<file path="src/rtl/ahbrf_pkg.sv">
package ahbrf_pkg;

  localparam int NUM_REGS  = 4;
  localparam int REG_IDX_W = $clog2(NUM_REGS);

  typedef enum logic [1:0] {ACC_RW, ACC_RO, ACC_WO} acc_e;

  typedef enum logic [2:0] {
    S_IDLE, S_ERR1, S_ERR2, S_EXT_ISSUE, S_EXT_WAIT
  } state_e;

  typedef struct packed {
    logic                 hit_reg;
    logic                 hit_ext;
    logic                 readable;
    logic                 writable;
    logic                 reject;
    logic [REG_IDX_W-1:0] idx;
  } dec_t;

  // access type per internal register index
  function automatic acc_e reg_access(input int idx);
    case (idx)
      1:       return ACC_RO;
      3:       return ACC_WO;
      default: return ACC_RW;
    endcase
  endfunction

endpackage

</file>
<file path="src/rtl/ahbrf_decode.sv">
module ahbrf_decode
  import ahbrf_pkg::*;
#(
  parameter int ADDR_W       = 12,
  parameter int EXT_BASE     = 'h100,
  parameter int EXT_BYTES    = 256,
  parameter bit ERR_BAD_ADDR = 1'b1,
  parameter bit ERR_BAD_DIR  = 1'b1,
  localparam int EXT_AW      = $clog2(EXT_BYTES)
) (
  input  logic [ADDR_W-1:0] haddr,
  input  logic [2:0]        hsize,
  input  logic              hwrite,
  output dec_t              dec,
  output logic [EXT_AW-1:0] ext_off
);

  localparam logic [ADDR_W-1:0] EXT_LO   = ADDR_W'(EXT_BASE);
  localparam logic [ADDR_W-1:0] EXT_LAST = ADDR_W'(EXT_BASE + EXT_BYTES - 1);
  localparam logic [ADDR_W-1:0] REG_END  = ADDR_W'(NUM_REGS * 4);

  logic word_ok;
  acc_e kind;

  assign word_ok = (hsize == 3'b010) && (haddr[1:0] == 2'b00);
  assign kind    = reg_access(int'(haddr[2 +: REG_IDX_W]));

  always_comb begin
    dec          = '0;
    dec.idx      = haddr[2 +: REG_IDX_W];
    dec.hit_reg  = word_ok && (haddr < REG_END);
    dec.hit_ext  = word_ok && (haddr >= EXT_LO) && (haddr <= EXT_LAST);
    dec.readable = (kind != ACC_WO);
    dec.writable = (kind != ACC_RO);
    dec.reject   = (ERR_BAD_ADDR && !dec.hit_reg && !dec.hit_ext) ||
                   (ERR_BAD_DIR && dec.hit_reg &&
                    (hwrite ? !dec.writable : !dec.readable));
  end

  assign ext_off = EXT_AW'(haddr - EXT_LO);

endmodule

</file>
<file path="src/rtl/ahbrf_regs.sv">
module ahbrf_regs
  import ahbrf_pkg::*;
#(
  parameter int                DATA_W      = 32,
  parameter logic [DATA_W-1:0] ID_WORD     = 32'h5A1E_0C01,
  parameter logic [DATA_W-1:0] SCRATCH_RST = 32'h0000_FFFF
) (
  input  logic                 clk,
  input  logic                 rst,
  input  logic                 wr_en,
  input  logic [REG_IDX_W-1:0] wr_idx,
  input  logic [DATA_W-1:0]    wr_data,
  input  logic [REG_IDX_W-1:0] rd_idx,
  output logic [DATA_W-1:0]    rd_data,
  output logic [DATA_W-1:0]    ctrl_q,
  output logic [DATA_W-1:0]    cmd_q
);

  logic [DATA_W-1:0] q [NUM_REGS];

  for (genvar g = 0; g < NUM_REGS; g++) begin : g_reg
    localparam acc_e KIND = reg_access(g);
    localparam logic [DATA_W-1:0] RST_VAL = (g == 2) ? SCRATCH_RST : '0;
    if (KIND == ACC_RO) begin : g_const
      assign q[g] = ID_WORD;
    end else begin : g_flop
      always_ff @(posedge clk) begin
        if (rst)
          q[g] <= RST_VAL;
        else if (wr_en && (wr_idx == REG_IDX_W'(g)))
          q[g] <= wr_data;
      end
    end
  end

  assign rd_data = q[rd_idx];
  assign ctrl_q  = q[0];
  assign cmd_q   = q[3];

endmodule

</file>
<file path="src/rtl/ahbrf_ctrl.sv">
module ahbrf_ctrl
  import ahbrf_pkg::*;
#(
  parameter int DATA_W = 32,
  parameter int EXT_AW = 8
) (
  input  logic                 clk,
  input  logic                 rst,
  input  logic                 hsel,
  input  logic [1:0]           htrans,
  input  logic                 hwrite,
  input  logic [DATA_W-1:0]    hwdata,
  input  dec_t                 dec,
  input  logic [EXT_AW-1:0]    ext_off,
  input  logic [DATA_W-1:0]    reg_rdata,
  output logic                 wr_en,
  output logic [REG_IDX_W-1:0] wr_idx,
  output logic                 hready,
  output logic                 hresp,
  output logic [DATA_W-1:0]    hrdata,
  output logic                 ext_req,
  output logic                 ext_wr,
  output logic [EXT_AW-1:0]    ext_addr,
  output logic [DATA_W-1:0]    ext_wdata,
  input  logic                 ext_ack,
  input  logic [DATA_W-1:0]    ext_rdata
);

  state_e               state;
  logic                 acc_go;
  logic                 dph_wr;
  logic [REG_IDX_W-1:0] dph_idx;
  logic [DATA_W-1:0]    rd_fwd;

  assign acc_go = hsel && htrans[1] && hready;
  // a read overlapping the data phase of a write to the same slot sees the bus data
  assign rd_fwd = (dph_wr && (dph_idx == dec.idx)) ? hwdata : reg_rdata;
  assign wr_en  = dph_wr;
  assign wr_idx = dph_idx;

  always_ff @(posedge clk) begin
    if (rst) begin
      state     <= S_IDLE;
      hready    <= 1'b1;
      hresp     <= 1'b0;
      hrdata    <= '0;
      dph_wr    <= 1'b0;
      dph_idx   <= '0;
      ext_req   <= 1'b0;
      ext_wr    <= 1'b0;
      ext_addr  <= '0;
      ext_wdata <= '0;
    end else begin
      dph_wr  <= 1'b0;
      ext_req <= 1'b0;
      if (acc_go) begin
        if (dec.reject) begin
          state  <= S_ERR1;
          hready <= 1'b0;
          hresp  <= 1'b1;
        end else if (dec.hit_ext) begin
          state    <= S_EXT_ISSUE;
          hready   <= 1'b0;
          hresp    <= 1'b0;
          ext_wr   <= hwrite;
          ext_addr <= ext_off;
        end else begin
          state   <= S_IDLE;
          hresp   <= 1'b0;
          dph_wr  <= hwrite && dec.hit_reg && dec.writable;
          dph_idx <= dec.idx;
          hrdata  <= (!hwrite && dec.hit_reg && dec.readable) ? rd_fwd : '0;
        end
      end else begin
        case (state)
          S_ERR1: begin
            state  <= S_ERR2;
            hready <= 1'b1;
          end
          S_ERR2: begin
            state <= S_IDLE;
            hresp <= 1'b0;
          end
          S_EXT_ISSUE: begin
            ext_req   <= 1'b1;
            ext_wdata <= hwdata;
            state     <= S_EXT_WAIT;
          end
          S_EXT_WAIT: begin
            if (ext_ack) begin
              hready <= 1'b1;
              if (!ext_wr) hrdata <= ext_rdata;
              state <= S_IDLE;
            end
          end
          default: hresp <= 1'b0;
        endcase
      end
    end
  end

  assert_reset_state_R1: assert property (@(posedge clk)
    rst |=> (hready && !hresp));

  assert_err_second_cycle_R5: assert property (@(posedge clk) disable iff (rst)
    (hresp && !hready) |=> (hresp && hready));

  assert_err_first_cycle_R5: assert property (@(posedge clk) disable iff (rst)
    $rose(hresp) |-> !hready);

  assert_ext_req_stalls_R10: assert property (@(posedge clk) disable iff (rst)
    ext_req |-> !hready);

  assert_ext_req_pulse_R10: assert property (@(posedge clk) disable iff (rst)
    ext_req |=> !ext_req);

  assert_ext_ack_done_R10: assert property (@(posedge clk) disable iff (rst)
    (state == S_EXT_WAIT && ext_ack) |=> (hready && !hresp));

endmodule

</file>
<file path="src/rtl/ahb_regfile_bridge.sv">
module ahb_regfile_bridge
  import ahbrf_pkg::*;
#(
  parameter int                ADDR_W       = 12,
  parameter int                DATA_W       = 32,
  parameter int                EXT_BASE     = 'h100,
  parameter int                EXT_BYTES    = 256,
  parameter bit                ERR_BAD_ADDR = 1'b1,
  parameter bit                ERR_BAD_DIR  = 1'b1,
  parameter logic [DATA_W-1:0] ID_WORD      = 32'h5A1E_0C01,
  parameter logic [DATA_W-1:0] SCRATCH_RST  = 32'h0000_FFFF,
  localparam int               EXT_AW       = $clog2(EXT_BYTES)
) (
  input  logic              clk,
  input  logic              rst,
  input  logic              hsel_i,
  input  logic [1:0]        htrans_i,
  input  logic              hwrite_i,
  input  logic [2:0]        hsize_i,
  input  logic [ADDR_W-1:0] haddr_i,
  input  logic [DATA_W-1:0] hwdata_i,
  output logic              hready_o,
  output logic [DATA_W-1:0] hrdata_o,
  output logic              hresp_o,
  output logic              ext_req_o,
  output logic              ext_wr_o,
  output logic [EXT_AW-1:0] ext_addr_o,
  output logic [DATA_W-1:0] ext_wdata_o,
  input  logic              ext_ack_i,
  input  logic [DATA_W-1:0] ext_rdata_i,
  output logic [DATA_W-1:0] ctrl_o,
  output logic [DATA_W-1:0] cmd_o
);

  dec_t                 dec;
  logic [EXT_AW-1:0]    ext_off;
  logic [DATA_W-1:0]    reg_rdata;
  logic                 wr_en;
  logic [REG_IDX_W-1:0] wr_idx;

  ahbrf_decode #(
    .ADDR_W(ADDR_W), .EXT_BASE(EXT_BASE), .EXT_BYTES(EXT_BYTES),
    .ERR_BAD_ADDR(ERR_BAD_ADDR), .ERR_BAD_DIR(ERR_BAD_DIR)
  ) decode_i (
    .haddr(haddr_i), .hsize(hsize_i), .hwrite(hwrite_i),
    .dec(dec), .ext_off(ext_off)
  );

  ahbrf_regs #(
    .DATA_W(DATA_W), .ID_WORD(ID_WORD), .SCRATCH_RST(SCRATCH_RST)
  ) regs_i (
    .clk(clk), .rst(rst), .wr_en(wr_en), .wr_idx(wr_idx), .wr_data(hwdata_i),
    .rd_idx(dec.idx), .rd_data(reg_rdata), .ctrl_q(ctrl_o), .cmd_q(cmd_o)
  );

  ahbrf_ctrl #(.DATA_W(DATA_W), .EXT_AW(EXT_AW)) ctrl_i (
    .clk(clk), .rst(rst), .hsel(hsel_i), .htrans(htrans_i), .hwrite(hwrite_i),
    .hwdata(hwdata_i), .dec(dec), .ext_off(ext_off), .reg_rdata(reg_rdata),
    .wr_en(wr_en), .wr_idx(wr_idx), .hready(hready_o), .hresp(hresp_o),
    .hrdata(hrdata_o), .ext_req(ext_req_o), .ext_wr(ext_wr_o),
    .ext_addr(ext_addr_o), .ext_wdata(ext_wdata_o), .ext_ack(ext_ack_i),
    .ext_rdata(ext_rdata_i)
  );

  assert_reject_no_write_R8: assert property (@(posedge clk) disable iff (rst)
    (hresp_o && !hready_o) |=> ($stable(ctrl_o) && $stable(cmd_o)));

  assert_idle_no_stall_R3: assert property (@(posedge clk) disable iff (rst)
    (hready_o && !(hsel_i && htrans_i[1])) |=> hready_o);

endmodule

</file>
<file path="config.mk">
export PLATFORM = sky130hd
export DESIGN_NAME = ahb_regfile_bridge
export DESIGN_NICKNAME = d
export VERILOG_FILES = /design/src/rtl/ahbrf_pkg.sv /design/src/rtl/ahbrf_decode.sv /design/src/rtl/ahbrf_regs.sv /design/src/rtl/ahbrf_ctrl.sv /design/src/rtl/ahb_regfile_bridge.sv
export SDC_FILE = /design/constraint.sdc
export NUM_CORES = 1
export LEC_CHECK = 0
export CAP_MARGIN = 10
export CELL_PAD_IN_SITES_DETAIL_PLACEMENT = 1
export CELL_PAD_IN_SITES_GLOBAL_PLACEMENT = 1
export CORE_AREA = 5 5 157 159
export CTS_BUF_LIST = sky130_fd_sc_hd__clkbuf_2
export DETAILED_ROUTE_END_ITERATION = 10
export DIE_AREA = 0 0 162 164
export PLACE_DENSITY = 0.9
export REMOVE_ABC_BUFFERS = 1
export SLEW_MARGIN = 20
export SYNTH_ARGS = -nofsm -noshare
export SYNTH_HDL_FRONTEND = slang
export SYNTH_SLANG_ARGS = --single-unit
</file>
<file path="constraint.sdc">
create_clock -name clk -period 2 [get_ports clk]
set_input_delay 0.3 -clock clk [delete_from_list [all_inputs] [get_ports clk]]
set_output_delay 0.3 -clock clk [all_outputs]
set_load 0.02 [all_outputs]
</file>
==> run summary, run 1 <==
==================================================================================
CP Launch Type ......................................................         flop
Final std cell area, no fill ........................................  10500 sq um
Synth area leaders .................................................. sky130_fd_sc_hd__dfxtp_1 (44%), sky130_fd_sc_hd__nand2_1 (13%), sky130_fd_sc_hd__a21oi_1 (7.6%)
Post-DR wirelength/cell ............................................. 20.27 microns
Via count ...........................................................         7578
DP Wirelength .......................................................     20.42 mm
Initial antenna violation count .....................................            0
Result of the run ................................................... complete, no violations
Total number of yosys warnings ......................................            0
Number of remaining DRC errors ......................................            0
Register-to-register path setup slack ...............................       160 ps
Worst R2R Path Depth ................................................            6
Minimum hold slack ..................................................     106.7 ps
Routed via count divided by cell count ..............................        5.266
Share of final-layout standard cells stronger than drive strength 1 .       9.748%
Worst Path Arrival ..................................................      1540 ps
Core ar. ............................................................  23120 sq um
Clock-pin transition on the worst setup and hold timing paths .......       240 ps
Worst-skew pair later-pin latency ...................................       720 ps
Max-cap violations ..................................................            0
Start point of the worst min-delay path .............................   haddr_i[3]
Area of the multi-input gates .......................................   3687 sq um
Largest net degree at the start of global routing ...................           51
Sink of the worst hold path ......................................... ctrl_i.ext_addr[3]
TritonCTS clock tree ................................................         done
Worst-case setup slack after placement ..............................    -437.0 ps
Max-Slew Margin vs Limit ............................................       45.18%
Setup total negative slack ..........................................         0 ps
Max-slew violation count ............................................            0
H-tree lvl count ....................................................            4
Wire length of the first global-routing pass ........................     45.60 mm
DR iter-0 viols .....................................................          378
Flip-flop and latch area ............................................   3563 sq um
Worst setup EP type ................................................. primary output
Vias in the first global route ......................................         8156
RD Place Congestion .................................................       0.7835
Count of port buffers added during placement ........................          224
Antenna Nets Post-Route .............................................            0
CP max-delay cell ................................................... sky130_fd_sc_hd__dfxtp_1
First-pass iteration count of the detailed router ...................            4
Area growth from synthesis to final layout ..........................       29.28%
Top Family by Delay on Critical Path ................................   flip-flops
Unrepaired setup endpoints after global routing .....................        false
Hold Crit Class .....................................................    in -> reg
Worst path bufs/invs ................................................            1
Buffer type at the clock tree root .................................. sky130_fd_sc_hd__clkbuf_2
Fmax achieved .......................................................    543.6 MHz
Unique masters post-synth ...........................................           44
IR Drop Worst-Case VDD ..............................................    0.2906 mV
Global routing usage summed across all routing layers ...............       21.73%
Sequential-to-total area share from yosys stat ......................       43.86%
Buffers inserted by post-CTS timing repair ..........................            0
Post-route worst setup slack ........................................     160.5 ps
Initial cell density of the core ....................................       35.14%
Capture instance of the worst register-to-register path ............. ctrl_i.hrdata[23]
Maximum fanout count along the critical path ........................            3
Data required time of the worst path ................................      1700 ps
Largest buffer count on any clock path ..............................            2
Startpoint of the worst-slack reg-to-reg timing path ................ ctrl_i.wr_idx[0]
Number of CTS-inserted buffers ......................................           17
Cell taking the most area after synthesis ........................... sky130_fd_sc_hd__dfxtp_1
Start-to-end type of the worst setup path ...........................   reg -> out
Hold Path Depth .....................................................            4
Fraction of synthesized cell area taken by the top area cell type ...       43.86%
Total clock sinks ...................................................          178
Leakage power summed over all cells .................................  0.004480 uW
PnR Total Power .....................................................      5755 uW
Antenna cell count ..................................................            0
Pwr dens ............................................................ 548.0 nW/um^2
Largest stage delay, worst path .....................................       440 ps
Detailed-route wire length ..........................................     29.16 mm
Filler instances ....................................................         2786
Final Setup Violations ..............................................            0
Post-placement cell area ............................................  10490 sq um
Grt ovf .............................................................            0
Clock Skews .........................................................     25.94 ps
Number of hold violations in the final report .......................            0
Crit share post-route ...............................................       91.97%
Post-synthesis instance area ........................................   8124 sq um
Total number of placement rows ......................................           56
Floorplan die area ..................................................  26570 sq um
Min Tclk post-route .................................................      1839 ps
Final nets ..........................................................         1225
Chain of cells forming the critical path ............................ dlygate4sd2_1
Die extent in y .....................................................  164 microns
Gate count after technology mapping .................................          990
Die extent in x .....................................................  162 microns
Register bit total from synthesis ...................................          178
Tightest Pin Transition .............................................     822.3 ps
I/O pins ............................................................          226
Post-synthesis area per instance ....................................  8.206 sq um
==================================================================================
## synth_stat cells, drive strengths merged
cell type / count
nor4b: 3
buf: 83
nor3: 2
nor4: 2
a221oi: 22
a21o: 1
clkbuf: 59
mux2: 32
and2: 12
and4: 1
nand2: 286
nor2: 6
and3: 5
dfxtp: 178
xnor2: 2
o21bai: 1
or2: 1
nor3b: 3
o2bb2ai: 21
nand4: 1
nand3b: 16
o22ai: 21
inv: 23
nand3: 7
nor2b: 4
or3b: 1
xor2: 1
mux2i: 34
o21ai: 11
and4b: 1
a211oi: 24
a21oi: 124
nand2b: 1
nand4bb: 1
## registers in the layout (all words and copies together), names as in the netlist
name,count
regs_i.cmd_q,32
ctrl_i.hresp,1
ctrl_i.ext_wr,1
ctrl_i.wr_en,1
ctrl_i.ext_req,1
ctrl_i.ext_addr,8
ctrl_i.hready,1
ctrl_i.ext_wdata,32
regs_i.q,32
ctrl_i.state,3
regs_i.ctrl_q,32
ctrl_i.hrdata,32
ctrl_i.wr_idx,2
## through the flow
step / cells / util, %
final: 1439 / 45.42
after global routing: 1439 / 45.42
after CTS: 1439 / 45.42
after detailed placement: 1408 / 45.37
after global placement: 1408 / 45.37
after floorplan: 848 / -
## worst max path at each step
| stage | to | depth (start not counted) | startpoint |
|---|---|---|---|
| after floorplan | regs_i.ctrl_q[0] | 3 | ctrl_i.wr_en |
| after global placement | ctrl_i.hrdata[11] | 9 | hsize_i[2] |
| after detailed placement | ctrl_i.hrdata[23] | 8 | hsize_i[2] |
| after CTS | ctrl_o[1] | 1 | regs_i.ctrl_q[1] |
| after global routing | hready_o | 1 | ctrl_i.hready |
| final | cmd_o[10] | 1 | regs_i.cmd_q[10] |
## logic make-up after synthesis
family                    count (synthesis)  synth area share [%]
AOI/OAI and AO/OA                       225                 17.11
muxes                                    66                 8.625
and+or+nand+nor                         353                 18.96
buffers and inverters                   165                 11.12
xor gates and xnor gates                  3                0.3235
DFF                                     178                 43.86
## timing repair
action                     in CTS  in global routing
hold buffers                    2                  0
hold endpoints to repair       44                  0
resized for setup             140                  0
setup endpoints to repair     140                  0
## report_power, final
part           switching (uW)  internal (uW)  total (uW)
Clock                    1230            409        1640
Sequential               5.55           3560        3570
Combinational             275            269         544
## layout make-up
| type | count | share of cell area (%) |
|---|---|---|
| tap | 290 | 3.455 |
| clock inverter | 10 | 0.6791 |
| timing repair buffer | 272 | 25.10 |
| multi-input combinational | 647 | 35.11 |
| clock buffer | 19 | 0.9054 |
| sequential | 178 | 33.93 |
| inverter | 23 | 0.8220 |
## placed cells by master (no fill, tap or decap), types with 2 or more instances in the layout
master | netlist | layout
sky130_fd_sc_hd__a211oi_1 | 24 | 24
sky130_fd_sc_hd__clkdlybuf4s50_1 | 0 | 81
sky130_fd_sc_hd__buf_12 | 0 | 17
sky130_fd_sc_hd__dlygate4sd3_1 | 0 | 2
sky130_fd_sc_hd__o21ai_0 | 11 | 11
sky130_fd_sc_hd__clkinv_1 | 0 | 5
sky130_fd_sc_hd__a221oi_1 | 22 | 22
sky130_fd_sc_hd__nor3b_1 | 3 | 2
sky130_fd_sc_hd__o22ai_1 | 21 | 21
sky130_fd_sc_hd__and2_1 | 11 | 12
sky130_fd_sc_hd__mux2i_1 | 34 | 34
sky130_fd_sc_hd__buf_4 | 69 | 29
sky130_fd_sc_hd__xnor2_1 | 2 | 2
sky130_fd_sc_hd__and3_1 | 5 | 3
sky130_fd_sc_hd__clkinv_2 | 0 | 3
sky130_fd_sc_hd__mux2_2 | 25 | 25
sky130_fd_sc_hd__nand3_2 | 1 | 4
sky130_fd_sc_hd__buf_2 | 8 | 2
sky130_fd_sc_hd__o2bb2ai_1 | 21 | 21
sky130_fd_sc_hd__a21oi_1 | 123 | 123
sky130_fd_sc_hd__dlygate4sd2_1 | 0 | 140
sky130_fd_sc_hd__dfxtp_1 | 178 | 178
sky130_fd_sc_hd__and3_2 | 0 | 2
sky130_fd_sc_hd__mux2_1 | 7 | 7
sky130_fd_sc_hd__nand3_1 | 6 | 3
sky130_fd_sc_hd__nand2_1 | 286 | 286
sky130_fd_sc_hd__nor2b_1 | 4 | 4
sky130_fd_sc_hd__nor4b_1 | 2 | 2
sky130_fd_sc_hd__inv_1 | 23 | 23
sky130_fd_sc_hd__clkbuf_2 | 0 | 19
sky130_fd_sc_hd__nand3b_1 | 16 | 16
sky130_fd_sc_hd__nor2_1 | 6 | 5
## per-layer routing
layer	wire length [microns]	global-route usage [%]
met1	12080	25.87
met2	14950	39.14
met3	1802	6.098
met4	334	4.729
met5	0	0
Power figures use the tool's default switching activity.
==> run 2, diff against run 1 <==
--- a/config.mk
+++ b/config.mk
@@ -5,6 +5,7 @@
 export SDC_FILE = /design/constraint.sdc
 export NUM_CORES = 1
 export LEC_CHECK = 0
+export ABC_CLOCK_PERIOD_IN_PS = 2000
 export CAP_MARGIN = 10
 export CELL_PAD_IN_SITES_DETAIL_PLACEMENT = 1
 export CELL_PAD_IN_SITES_GLOBAL_PLACEMENT = 1
==> results of run 2 <==
Final layout, timing and power as in run 1 (identical DEF).
==> run 3, diff against run 2 <==
--- a/config.mk
+++ b/config.mk
@@ -13,9 +13,10 @@
 export CTS_BUF_LIST = sky130_fd_sc_hd__clkbuf_2
 export DETAILED_ROUTE_END_ITERATION = 10
 export DIE_AREA = 0 0 162 164
+export MAX_ROUTING_LAYER = met4
 export PLACE_DENSITY = 0.9
 export REMOVE_ABC_BUFFERS = 1
-export SLEW_MARGIN = 20
+export SLEW_MARGIN = 10
 export SYNTH_ARGS = -nofsm -noshare
 export SYNTH_HDL_FRONTEND = slang
 export SYNTH_SLANG_ARGS = --single-unit
==> run 3 against run 2 <==
Net effect: flip-flop and latch count did not move; non-clock buffer count did not move; critical endpoint is now ctrl_i.hrdata[23]; highest routed layer unchanged; clock power barely moved; worst hold slack improved by 1.4 ps.
==> run summary, run 3 (synthesis gave the netlist of run 1 again) <==
=====================================================================================
Final Setup Violations .................................................            0   unchanged
Register-to-register path setup slack ..................................       150 ps   about the same
Share of final-layout standard cells stronger than drive strength 1 ....       9.748%   unchanged
Global routing usage summed across all routing layers ..................       22.33%   +0.60 points
Result of the run ...................................................... complete, no violations
Final std cell area, no fill ...........................................  10500 sq um   unchanged
Clock-pin transition on the worst setup and hold timing paths ..........       240 ps   about the same
Area growth from synthesis to final layout .............................       29.28%   unchanged
Vias in the first global route .........................................         8160   +0.049%
Flip-flop and latch area ...............................................   3563 sq um   unchanged
Total clock sinks ......................................................          178   unchanged
I/O pins ...............................................................          226   unchanged
Core occupancy in the finished layout ..................................       45.42%   unchanged
Pwr dens ............................................................... 547.1 nW/um^2   -0.17%
Chain of cells forming the critical path ............................... xnor2_1, nand3_2, buf_12, mux2_1, a221oi_1, a211oi_1
Max-cap violations .....................................................            0   unchanged
Largest stage delay, worst path ........................................       510 ps   +70 ps
Buffers inserted by post-CTS timing repair .............................            0   unchanged
Die extent in x ........................................................  162 microns   unchanged
Worst setup EP type ....................................................         flop
Count of port buffers added during placement ...........................          224   unchanged
First-pass iteration count of the detailed router ......................            4   unchanged
Initial cell density of the core .......................................       35.14%   unchanged
Data required time of the worst path ...................................      2630 ps   +930 ps
PnR Total Power ........................................................      5746 uW   -0.17%
Tightest Pin Transition ................................................     821.6 ps   -0.7583 ps
Max-Slew Margin vs Limit ...............................................       45.23%   +0.051 points
Wire length of the first global-routing pass ...........................     45.55 mm   -0.11%
Buffer type at the clock tree root ..................................... sky130_fd_sc_hd__clkbuf_2
Most frequent standard cell in the layout excluding fill and tap cells . sky130_fd_sc_hd__nand2_1
Area of the multi-input gates ..........................................   3687 sq um   unchanged
Grt ovf ................................................................            0   unchanged
Leakage power summed over all cells ....................................  0.004480 uW   unchanged
Start point of the worst min-delay path ................................   haddr_i[3]
Unrepaired setup endpoints after global routing ........................        false
Worst-case setup slack after placement .................................    -437.0 ps   unchanged
Start-to-end type of the worst setup path ..............................   reg -> reg
Routed via count divided by cell count .................................        5.231   -0.67%
CP Launch Type .........................................................         flop
RD Place Congestion ....................................................       0.7943   +1.4%
Hold Crit Class ........................................................    in -> reg
Crit share post-route ..................................................       92.50%   +0.53 points
Top Family by Delay on Critical Path ...................................   flip-flops
Initial antenna violation count ........................................            0   unchanged
Die extent in y ........................................................  164 microns   unchanged
Worst-skew pair later-pin latency ......................................       720 ps   about the same
DP Wirelength ..........................................................     20.42 mm   unchanged
Minimum hold slack .....................................................     108.0 ps   +1.360 ps
Filler instances .......................................................         2786   unchanged
Startpoint of the worst-slack reg-to-reg timing path ................... ctrl_i.wr_idx[0]
Post-route worst setup slack ...........................................     150.0 ps   -10.54 ps
IR Drop Worst-Case VDD .................................................    0.2877 mV   -1.0%
TritonCTS clock tree ...................................................         done
CP max-delay cell ...................................................... sky130_fd_sc_hd__dfxtp_1
Largest buffer count on any clock path .................................            2   unchanged
Number of hold violations in the final report ..........................            0   unchanged
Worst Path Arrival .....................................................      2480 ps   +940 ps
Final nets .............................................................         1225   unchanged
Post-placement cell area ...............................................  10490 sq um   unchanged
Floorplan die area .....................................................  26570 sq um   unchanged
Clock Skews ............................................................     22.68 ps   -3.259 ps
H-tree lvl count .......................................................            4   unchanged
Number of remaining DRC errors .........................................            0   unchanged
Antenna Nets Post-Route ................................................            0   unchanged
Most frequent cells in the layout ...................................... sky130_fd_sc_hd__nand2_1 (286), sky130_fd_sc_hd__dfxtp_1 (178), sky130_fd_sc_hd__dlygate4sd2_1 (140)
Maximum fanout count along the critical path ...........................           18   +15
Beginning of the critical path ......................................... ctrl_i.wr_idx[0]
Via count ..............................................................         7527   -0.67%
Min Tclk post-route ....................................................      1850 ps   +10.54 ps
Core ar. ...............................................................  23120 sq um   unchanged
Number of CTS-inserted buffers .........................................           17   unchanged
Max-slew violation count ...............................................            0   unchanged
Largest net degree at the start of global routing ......................           51   unchanged
Detailed-route wire length .............................................     29.06 mm   -0.36%
Fmax achieved ..........................................................    540.5 MHz   -0.57%
Post-DR wirelength/cell ................................................ 20.19 microns   -0.36%
DR iter-0 viols ........................................................          385   +1.9%
Worst path bufs/invs ...................................................            1   unchanged
Antenna cell count .....................................................            0   unchanged
Total number of placement rows .........................................           56   unchanged
=====================================================================================
-- run 3: cell counts in the layout (fill, tap and decap cells not counted) --
Identical to the previous run, type by type.
-- run 3: worst register-to-register path, stage by stage, from the launching register on --
cell	delay, ps
sky130_fd_sc_hd__dfxtp_1	510
sky130_fd_sc_hd__xnor2_1	170
sky130_fd_sc_hd__nand3_2	160
sky130_fd_sc_hd__buf_12	210
sky130_fd_sc_hd__mux2_1	360
sky130_fd_sc_hd__a221oi_1	290
sky130_fd_sc_hd__a211oi_1	90
-- run 3: final cells by class --
type                       count  share of cell area (%)
clock inverter                10                  0.6791
inverter                      23                  0.8220
tap                          290                   3.455
clock buffer                  19                  0.9054
multi-input combinational    647                   35.11
sequential                   178                   33.93
timing repair buffer         272                   25.10
-- run 3: per-layer routing --
metal / track usage [%] / vias to the layer above / wire length, microns
met5: - / - / 0
met4: 4.729 / 0 / 297
met3: 5.571 / 19 / 1685
met2: 39.16 / 194 / 14890
met1: 26.11 / 3718 / 12180
li1: - / 3596 / -
-- run 3: worst paths after layout --
path,to,cells after the start
worst min-delay path,ctrl_i.ext_addr[3],4
worst max-delay path,ctrl_i.hrdata[23],6
worst max register to register,ctrl_i.hrdata[23],6
worst min register to register,ctrl_i.ext_wdata[19],2
-- run 3: repair_timing --
action                                  CTS  global route
resized for setup                       140             0
endpoints found under the setup margin  140             0
hold buffers                              2             0
hold endpoints to repair                 44             0
-- run 3: power by group --
group	leakage [uW]	switching (uW)	internal [uW]	total, uW
logic	0.00293	275	269	544
registers	0.00143	5.46	3560	3570
clock network	0.000113	1220	409	1630
-- run 3: metrics by stage --
step | instances | setup TNS (ps)
after CTS | 1439 | 0
final | 1439 | 0
after detailed placement | 1408 | -13350
after floorplan | 848 | -30080
after global routing | 1439 | 0
after global placement | 1408 | -9266
